$ cat config.mk
export PLATFORM = sky130hd
export DESIGN_NAME = spill_scaler_bank
export DESIGN_NICKNAME = d
export VERILOG_FILES = /design/src/rtl/tss_pkg.sv /design/src/rtl/scaler_ctrl.sv /design/src/rtl/scaler_counters.sv /design/src/rtl/spill_scaler_bank.sv
export SDC_FILE = /design/constraint.sdc
export NUM_CORES = 2
export LEC_CHECK = 0
export BUFFER_PORTS_ARGS = -buffer_cell sky130_fd_sc_hd__buf_4
export CORE_MARGIN = 2
export CORE_UTILIZATION = 35
export CTS_CLUSTER_SIZE = 12
export DETAILED_ROUTE_END_ITERATION = 8
export REMOVE_ABC_BUFFERS = 1
export SLEW_MARGIN = 0
export SYNTH_ARGS = -nofsm -noshare
export SYNTH_HDL_FRONTEND = slang
export SYNTH_SLANG_ARGS = --single-unit
$ cat constraint.sdc
create_clock -name clk -period 3.7 [get_ports clk]
set_input_delay 0.925 -clock clk [delete_from_list [all_inputs] [get_ports clk]]
set_output_delay 0.925 -clock clk [all_outputs]
set_load 0.01 [all_outputs]
$ cat src/rtl/tss_pkg.sv
package tss_pkg;
  localparam int STATE_BITS = 4;
  localparam int NUM_CNT    = 2 * (2 ** STATE_BITS);

  typedef struct packed {
    logic                  clearAll;
    logic                  incAll;
    logic                  incRo;
    logic [STATE_BITS-1:0] state;
  } tssStrobe_t;
endpackage

$ cat src/rtl/scaler_ctrl.sv
module scaler_ctrl
  import tss_pkg::*;
#(
  parameter int SYNC_STAGES = 2
) (
  input  logic                  clk,
  input  logic                  rstN,
  input  logic                  spillIn,
  input  logic                  trigStb,
  input  logic                  trigAccepted,
  input  logic [STATE_BITS-1:0] lookupState,
  output tssStrobe_t            strobes
);
  logic [SYNC_STAGES-1:0] syncQ;
  logic                   spillPrev;
  logic                   spillGate;

  assign spillGate = syncQ[SYNC_STAGES-1];

  always_ff @(posedge clk) begin
    if (!rstN) begin
      syncQ     <= '0;
      spillPrev <= 1'b0;
    end else begin
      syncQ     <= {syncQ[SYNC_STAGES-2:0], spillIn};
      spillPrev <= spillGate;
    end
  end

  always_comb begin
    strobes.clearAll = spillGate & ~spillPrev;
    strobes.incAll   = spillGate & trigStb;
    strobes.incRo    = spillGate & trigStb & trigAccepted;
    strobes.state    = lookupState;
  end
endmodule

$ cat src/rtl/scaler_counters.sv
module scaler_counters
  import tss_pkg::*;
#(
  parameter int CNT_W  = 32,
  parameter int ADDR_W = 8
) (
  input  logic              clk,
  input  logic              rstN,
  input  tssStrobe_t        strobes,
  input  logic [ADDR_W-1:0] regAddr,
  input  logic              regWrEn,
  input  logic [CNT_W-1:0]  regWrData,
  output logic [CNT_W-1:0]  regRdData
);
  localparam int WORD_W = ADDR_W - 2;
  localparam int IDX_W  = $clog2(NUM_CNT);

  logic [WORD_W-1:0] wordAddr;
  logic [WORD_W:0]   wordExt;
  logic              winHit;
  logic [IDX_W-1:0]  idx;
  logic [CNT_W-1:0]  cntVal [NUM_CNT];
  logic [CNT_W-1:0]  rdQ;

  assign wordAddr = regAddr[ADDR_W-1:2];
  assign wordExt  = {1'b0, wordAddr};
  assign winHit   = (regAddr[1:0] == 2'b00)
                  && (wordExt >= (WORD_W+1)'(NUM_CNT))
                  && (wordExt <  (WORD_W+1)'(2 * NUM_CNT));
  assign idx      = IDX_W'(wordExt - (WORD_W+1)'(NUM_CNT));

  for (genvar i = 0; i < NUM_CNT; i++) begin : g_cnt
    localparam int  ST     = i / 2;
    localparam bit  IS_ALL = (i % 2) == 1;
    logic [CNT_W-1:0] cq;
    logic incHit;
    logic wrHit;

    always_comb begin
      incHit = (IS_ALL ? strobes.incAll : strobes.incRo)
             && ((ST == 0) || (strobes.state == STATE_BITS'(ST)));
      wrHit  = regWrEn && winHit && (idx == IDX_W'(i));
    end

    always_ff @(posedge clk) begin
      if (!rstN)                cq <= '0;
      else if (strobes.clearAll) cq <= '0;
      else if (wrHit)           cq <= regWrData;
      else if (incHit)          cq <= cq + CNT_W'(1);
    end

    assign cntVal[i] = cq;
  end

  always_ff @(posedge clk) begin
    if (!rstN) rdQ <= '0;
    else       rdQ <= winHit ? cntVal[idx] : '0;
  end

  assign regRdData = rdQ;
endmodule

$ cat src/rtl/spill_scaler_bank.sv
module spill_scaler_bank
  import tss_pkg::*;
#(
  parameter int CNT_W       = 32,
  parameter int ADDR_W      = 8,
  parameter int SYNC_STAGES = 2
) (
  input  logic              clk,
  input  logic              rstN,
  input  logic              spillIn,
  input  logic              trigStb,
  input  logic              trigAccepted,
  input  logic [3:0]        lookupState,
  input  logic [ADDR_W-1:0] regAddr,
  input  logic              regWrEn,
  input  logic [CNT_W-1:0]  regWrData,
  output logic [CNT_W-1:0]  regRdData
);
  tssStrobe_t strobes;

  scaler_ctrl #(.SYNC_STAGES(SYNC_STAGES)) uCtrl (
    .clk(clk), .rstN(rstN), .spillIn(spillIn), .trigStb(trigStb),
    .trigAccepted(trigAccepted), .lookupState(lookupState), .strobes(strobes)
  );

  scaler_counters #(.CNT_W(CNT_W), .ADDR_W(ADDR_W)) uCnt (
    .clk(clk), .rstN(rstN), .strobes(strobes), .regAddr(regAddr),
    .regWrEn(regWrEn), .regWrData(regWrData), .regRdData(regRdData)
  );
endmodule

### Yosys cells after proc, flatten, opt, wreduce, memory -nomap -nowiden

Cells that the tools add are included.

| word-level totals | value |
|---|---|
| memory bits (read-only) | 0 |
| word-level logic and storage cells | 291 |
| memories kept | 0 |
| output and inout bits | 32 |
| bits in writable memories | 0 |
| bits in registers | 1059 |
| input bits | 50 |
| latch bits | 0 |

| cells by class | value |
|---|---|
| $lt $le $gt $ge | 3 |
| $mul | 0 |
| reductions and logical operators | 101 |
| mux-type cells | 67 |
| bitwise logic cells | 6 |
| add/sub/neg operators | 33 |
| shifts and indexed selects | 0 |
| equality and inequality tests | 46 |
| divide/modulo/power cells | 0 |

Operators by type and width:

| operator | number |
|---|---|
| 2-to-1 mux 32 bit | 66 |
| adder 32 x 1 -> 32 bit, second input constant | 32 |
| binary-select mux 32 bit (select 5 bit) | 1 |
| equality test 5 bit, second input constant | 16 |
| logical AND 1 bit | 65 |
| nonzero test 2 bit | 32 |
| equality test 5 x 4 -> 1 bit, second input constant | 8 |
| equality test 4 bit, second input constant | 8 |
| equality test 5 x 3 -> 1 bit, second input constant | 4 |
| equality test 4 x 3 -> 1 bit, second input constant | 4 |
| >= comparator 6 bit, second input constant | 2 |
| equality test 5 x 2 -> 1 bit, second input constant | 2 |
| equality test 4 x 2 -> 1 bit, second input constant | 2 |
| less-than comparator 6 x 7 -> 1 bit, second input constant | 1 |
| NOT 5 -> 6 bit | 1 |
| equality test 5 x 1 -> 1 bit, second input constant | 1 |
| zero test 5 bit | 1 |
| subtractor 5 x 1 -> 5 bit, second input constant | 1 |
| equality test 4 x 1 -> 1 bit, second input constant | 1 |
| AND 1 bit | 3 |
| zero test 2 bit | 1 |
| NOT 1 bit | 2 |
| AND reduction 2 bit | 1 |
| OR reduction 2 bit | 1 |

### Depth between registers and ports, before layout

| depth | value |
|---|---|
| word-level depth | 6 |
| depth in mapped cells | 11 |
| depth with buffers taken out | 7 |

### By module

Synthesis repeated with hierarchy kept, for this count alone.

| unflattened totals | value |
|---|---|
| cell total of the unflattened synthesis | 7688 |
| area, all modules | 64058.9 um^2 |

By module, submodules not included:

| module | cells an instance | area an instance (um^2) | times used |
|---|---|---|---|
| scaler_counters | 7675 | 63926.3 | 1 |
| scaler_ctrl | 13 | 132.6 | 1 |

### Least setup slack after synthesis

Ideal clock, no wire load.

| timing path | value |
|---|---|
| path type | input -> register |
| from | input lookupState[3] |
| to | register uCnt.g_cnt[2].cq[25] |
| buffers on the path | 2 |
| stages | 8 |
| required time | 3.605 ns |
| arrival | 2.819 ns |
| setup slack | 0.786 ns |
| cell sequence | buf_4 -> or3b_2 -> buf_2 -> or3_1 -> nor3_2 -> nand2_1 -> xor2_1 -> a221oi_1 |

| on the way | value |
|---|---|
| cells in the longest elaborated chain, start to end | 3 |

Ends and longest elaborated chain:

| what | RTL line | text |
|---|---|---|
| start, declared | spill_scaler_bank.sv:13 | `input logic [3:0] lookupState,` |
| equality test 4 x 1 -> 1 bit | scaler_counters.sv:41 | `&& ((ST == 0) \|\| (strobes.state == STATE_BITS'(ST)));` |
| logical AND 1 bit | scaler_counters.sv:41 |  |
| nonzero test 2 bit (no source line) | - |  |
| end signal, assigned | scaler_counters.sv:48 | `else if (wrHit) cq <= regWrData;` |
| end signal, assigned | scaler_counters.sv:49 | `else if (incHit) cq <= cq + CNT_W'(1);` |
| end, declared | scaler_counters.sv:35 | `logic [CNT_W-1:0] cq;` |

No other way between the ends.
A chain may end at the register's enable or synchronous reset.

### Final worst setup path

| timing path | value |
|---|---|
| from | register uCtrl.syncQ[1] |
| to | register uCnt.g_cnt[26].cq[23] |

| on the way | value |
|---|---|
| cells in the longest elaborated chain, start to end | 4 |
| elaborated cells between the ends (all ways) | 6 |
| classes of those cells | 3 x bitwise; 3 x reduce/logical |

Ends and longest elaborated chain:

| what | RTL line | text |
|---|---|---|
| start, declared | scaler_ctrl.sv:14 | `logic [SYNC_STAGES-1:0] syncQ;` |
| start signal, assigned | scaler_ctrl.sv:25 | `syncQ <= {syncQ[SYNC_STAGES-2:0], spillIn};` |
| AND 1 bit (2 in series) | scaler_ctrl.sv:33 | `strobes.incRo = spillGate & trigStb & trigAccepted;` |
| logical AND 1 bit | scaler_counters.sv:41 |  |
| nonzero test 2 bit (no source line) | - |  |
| end signal, assigned | scaler_counters.sv:48 |  |
| end signal, assigned | scaler_counters.sv:49 |  |
| end, declared | scaler_counters.sv:35 |  |

Several ways; a longest one is shown, not always the timed one.

==> impl_metrics.env <==
export IMPL_synthDistinctLibCells=75
export IMPL_synthTopCellsByArea="dfxtp_1, xor2_1, mux4_2, o21ai_0, xnor2_1"
export IMPL_syn_to_final_growth_pct=13.9
export IMPL_synth_most_common_cell="dfxtp_1"
export IMPL_synth_area_leader_cell="dfxtp_1"
export IMPL_placed_cells=9516
export IMPL_endpoint_kind="flop"
export IMPL_dieArea_um2=179000
export IMPL_status="completed"
export IMPL_p_leak_uw=0.0222
export IMPL_cts_tree="done"
export IMPL_clock_sinks=1059
export IMPL_wl_per_cell_um=28.0
export IMPL_netlist_instances=7362
export IMPL_setup_viol=0
export IMPL_fin_crit_ns=3.15
export IMPL_cts_clk_slew_worst_paths_ns=0.06
export IMPL_worst_pin_slew_ns=1.12
export IMPL_clock_latency_ns=0.80
export IMPL_grt_pass1_wl_mm=391
export IMPL_post_route_period_util_pct=85.1
export IMPL_avgViaCountPerCell=6.14
export IMPL_power_frac_seq_pct=43.5
export IMPL_rr_worst_depth=8
export IMPL_path_cells="nand4b_4 -> buf_4 -> or4_1 -> nor4_2 -> buf_4 -> nand3_1 -> xor2_1 -> a221oi_1"
export IMPL_cts_resized=0
export IMPL_hold_violations=0
export IMPL_postCtsSetupBuffers=0
export IMPL_die_y_um=424
export IMPL_ys_seq_elements=1059
export IMPL_fin_tns_setup_ns=0
export IMPL_drive_gt1_share_pct=11.9
export IMPL_slowest_delay_ns=0.70
export IMPL_drc=0
export IMPL_drtIter0Drc=8225
export IMPL_p_per_area_nw_per_um2=376
export IMPL_drv_slew=0
export IMPL_yosysSeqAreaShare_pct=34.4
export IMPL_root_buffer="clkbuf_16"
export IMPL_dp_hpwl_mm=189
export IMPL_crit_required_ns=4.36
export IMPL_grt_max_degree=182
export IMPL_fin_cells=9737
export IMPL_dr_total_vias=59800
export IMPL_portBuffers=81
export IMPL_fmax_ghz=0.318
export IMPL_grt_use_met2_pct=43.9
export IMPL_pwr_share_clk_pct=49.4
export IMPL_startpoint_type="flop"
export IMPL_routabilityCongestion=0.967
export IMPL_synthArstFlopShare_pct=0
export IMPL_synthesis_area_um2=61600
export IMPL_drt_pass1_iter_count=8
export IMPL_ioPinCount=82
export IMPL_final_nets=7379
export IMPL_dpl_instance_area_um2=66000
export IMPL_fillers=17500
export IMPL_arrival_ns=3.81
export IMPL_synthTopCellsByCount="dfxtp_1, o21ai_0, a21oi_1"
export IMPL_switching_share_pct=25.7
export IMPL_hold_depth=2
export IMPL_numCtsBuffers=119
export IMPL_cp_slowest_cell="dfxtp_1"
export IMPL_initial_core_util_pct=35.1
export IMPL_htree_levels=3
export IMPL_clk_path_buf_depth=3
export IMPL_critPathMostFrequentCell="buf_4"
export IMPL_path_max_fanout=22
export IMPL_use_met1_pct=38.9
export IMPL_coreArea_um2=176000
export IMPL_grt_use_met3_pct=6.24
export IMPL_synth_top_area_share_pct=34.4
export IMPL_pre_cts_ws_ns=0.155
export IMPL_syn_avg_cell_area_um2=8.37
export IMPL_grt_pass1_vias=54600
export IMPL_switchingPower_uw=6780
export IMPL_peakVddDrop_v=0.000400
export IMPL_antenna_found_initial=24
export IMPL_fp_row_count=154
export IMPL_ant_nets=0
export IMPL_stdcell_area_um2=70200
export IMPL_slew_headroom_pct=25.0
export IMPL_critPathKind="reg -> reg"
export IMPL_rsz0062_at_grt="false"
export IMPL_p_int_uw=19600
export IMPL_synth_edf_count=0
export IMPL_grt_usage_pct=29.3
export IMPL_fp_dieW_um=424
export IMPL_ctsHoldBuffers=0
export IMPL_worst_slack_ns=0.552
export IMPL_grt_overflow=0
export IMPL_top_usage_layer="met2"
export IMPL_clock_skew_ns=0.0430
export IMPL_hold_path_class="in -> reg"
export IMPL_pwr_share_comb_pct=7.1
export IMPL_synth_ff_type="dfxtp_1"
export IMPL_drt_wl_total_mm=272
export IMPL_ys_warn_count=0
export IMPL_max_cap_viol_count=0
==> cell families (layout without fill, tap and decap cells) <==
family | Yosys count | in the layout | share of synthesized area, %
mux | 336 | 336 | 9.40
flops | 1059 | 1059 | 34.4
xor+xnor | 983 | 983 | 14.0
fa+ha+maj | 32 | 32 | 0.650
simple gates | 2252 | 2252 | 18.8
compound gates | 2025 | 2025 | 18.5
other cells | 0 | 5 | 0
buf+inv | 675 | 705 | 4.22
==> state kept, by name (all words and copies together) (netlist names) <==
register,count
uCnt.g_cnt.cq,1024
uCnt.regRdData,32
uCtrl.syncQ,2
uCtrl.spillPrev,1
==> worst max-delay path: cells and delay by family (launching register included) <==
family | cells | cell delay, ns
simple gates | 4 | 1.33
flops | 1 | 0.70
buf+inv | 2 | 0.58
compound gates | 1 | 0.26
xor+xnor | 1 | 0.15
==> layout make-up <==
class	count	area, um^2	area share, %
tap	2340	2930	4.17
antenna	5	12.5	0.0178
clock buffer	181	3620	5.16
clock inverter	35	578	0.824
multi-input combinational	5628	38000	54.1
inverter	93	349	0.497
sequential	1059	21200	30.2
timing repair buffer	396	3540	5.04
==> worst paths after layout <==
check                      start               endpoint  slack (ns)
setup / recovery  uCtrl.syncQ[1]  uCnt.g_cnt[26].cq[23]        0.55
hold / removal           spillIn         uCtrl.syncQ[0]        0.41
setup reg to reg  uCtrl.syncQ[1]  uCnt.g_cnt[26].cq[23]        0.55
hold reg to reg   uCtrl.syncQ[0]         uCtrl.syncQ[1]        0.44
==> placed cells by master (no fill, tap or decap), types with 15 or more instances in the layout <==
cell,instances
dfxtp_1,1059
o21ai_0,785
a21oi_1,767
xor2_1,540
nor2_1,516
xnor2_1,443
nand2_1,421
nand3_1,368
buf_4,350
nand4_1,259
a211oi_1,248
mux4_2,193
and3_1,154
nor3_1,154
mux2i_1,129
clkbuf_16,120
and4_1,101
inv_1,93
nor4_1,67
and2_1,50
buf_12,44
a221oi_1,43
a22oi_1,40
clkbuf_8,39
ha_1,32
o221ai_1,31
nand2_2,30
a311oi_1,30
o22ai_1,29
clkbuf_1,22
or3_1,20
or4_1,18
clkinv_2,15
==> layer usage <==
layer / wire length [um] / share of wire [%]
met1: 109000 / 40
met2: 118000 / 43
met3: 28200 / 10
met4: 17300 / 6.3
met5: 159 / 0.058
==> power by group through the flow <==
stage          Combinational (uW)  Clock, uW  Sequential [uW]
6_report                     1870      13000            11500
5_1_grt                      1920      13600            11500
3_3_place_gp                 1790          0            11700
4_1_cts                      1800      13100            11500
3_5_place_dp                 1800          0            11700
2_1_floorplan                 804          0            11700
==> per-stage QoR <==
step	util (%)	total power, uW	hold WS, ns
2_1_floorplan	-	12500	0.412
3_3_place_gp	37.6	13500	0.426
3_5_place_dp	37.6	13500	0.427
4_1_cts	40.0	26400	0.395
5_1_grt	40.0	26900	0.404
6_report	40.0	26400	0.406
Power figures use the tool's default switching activity.
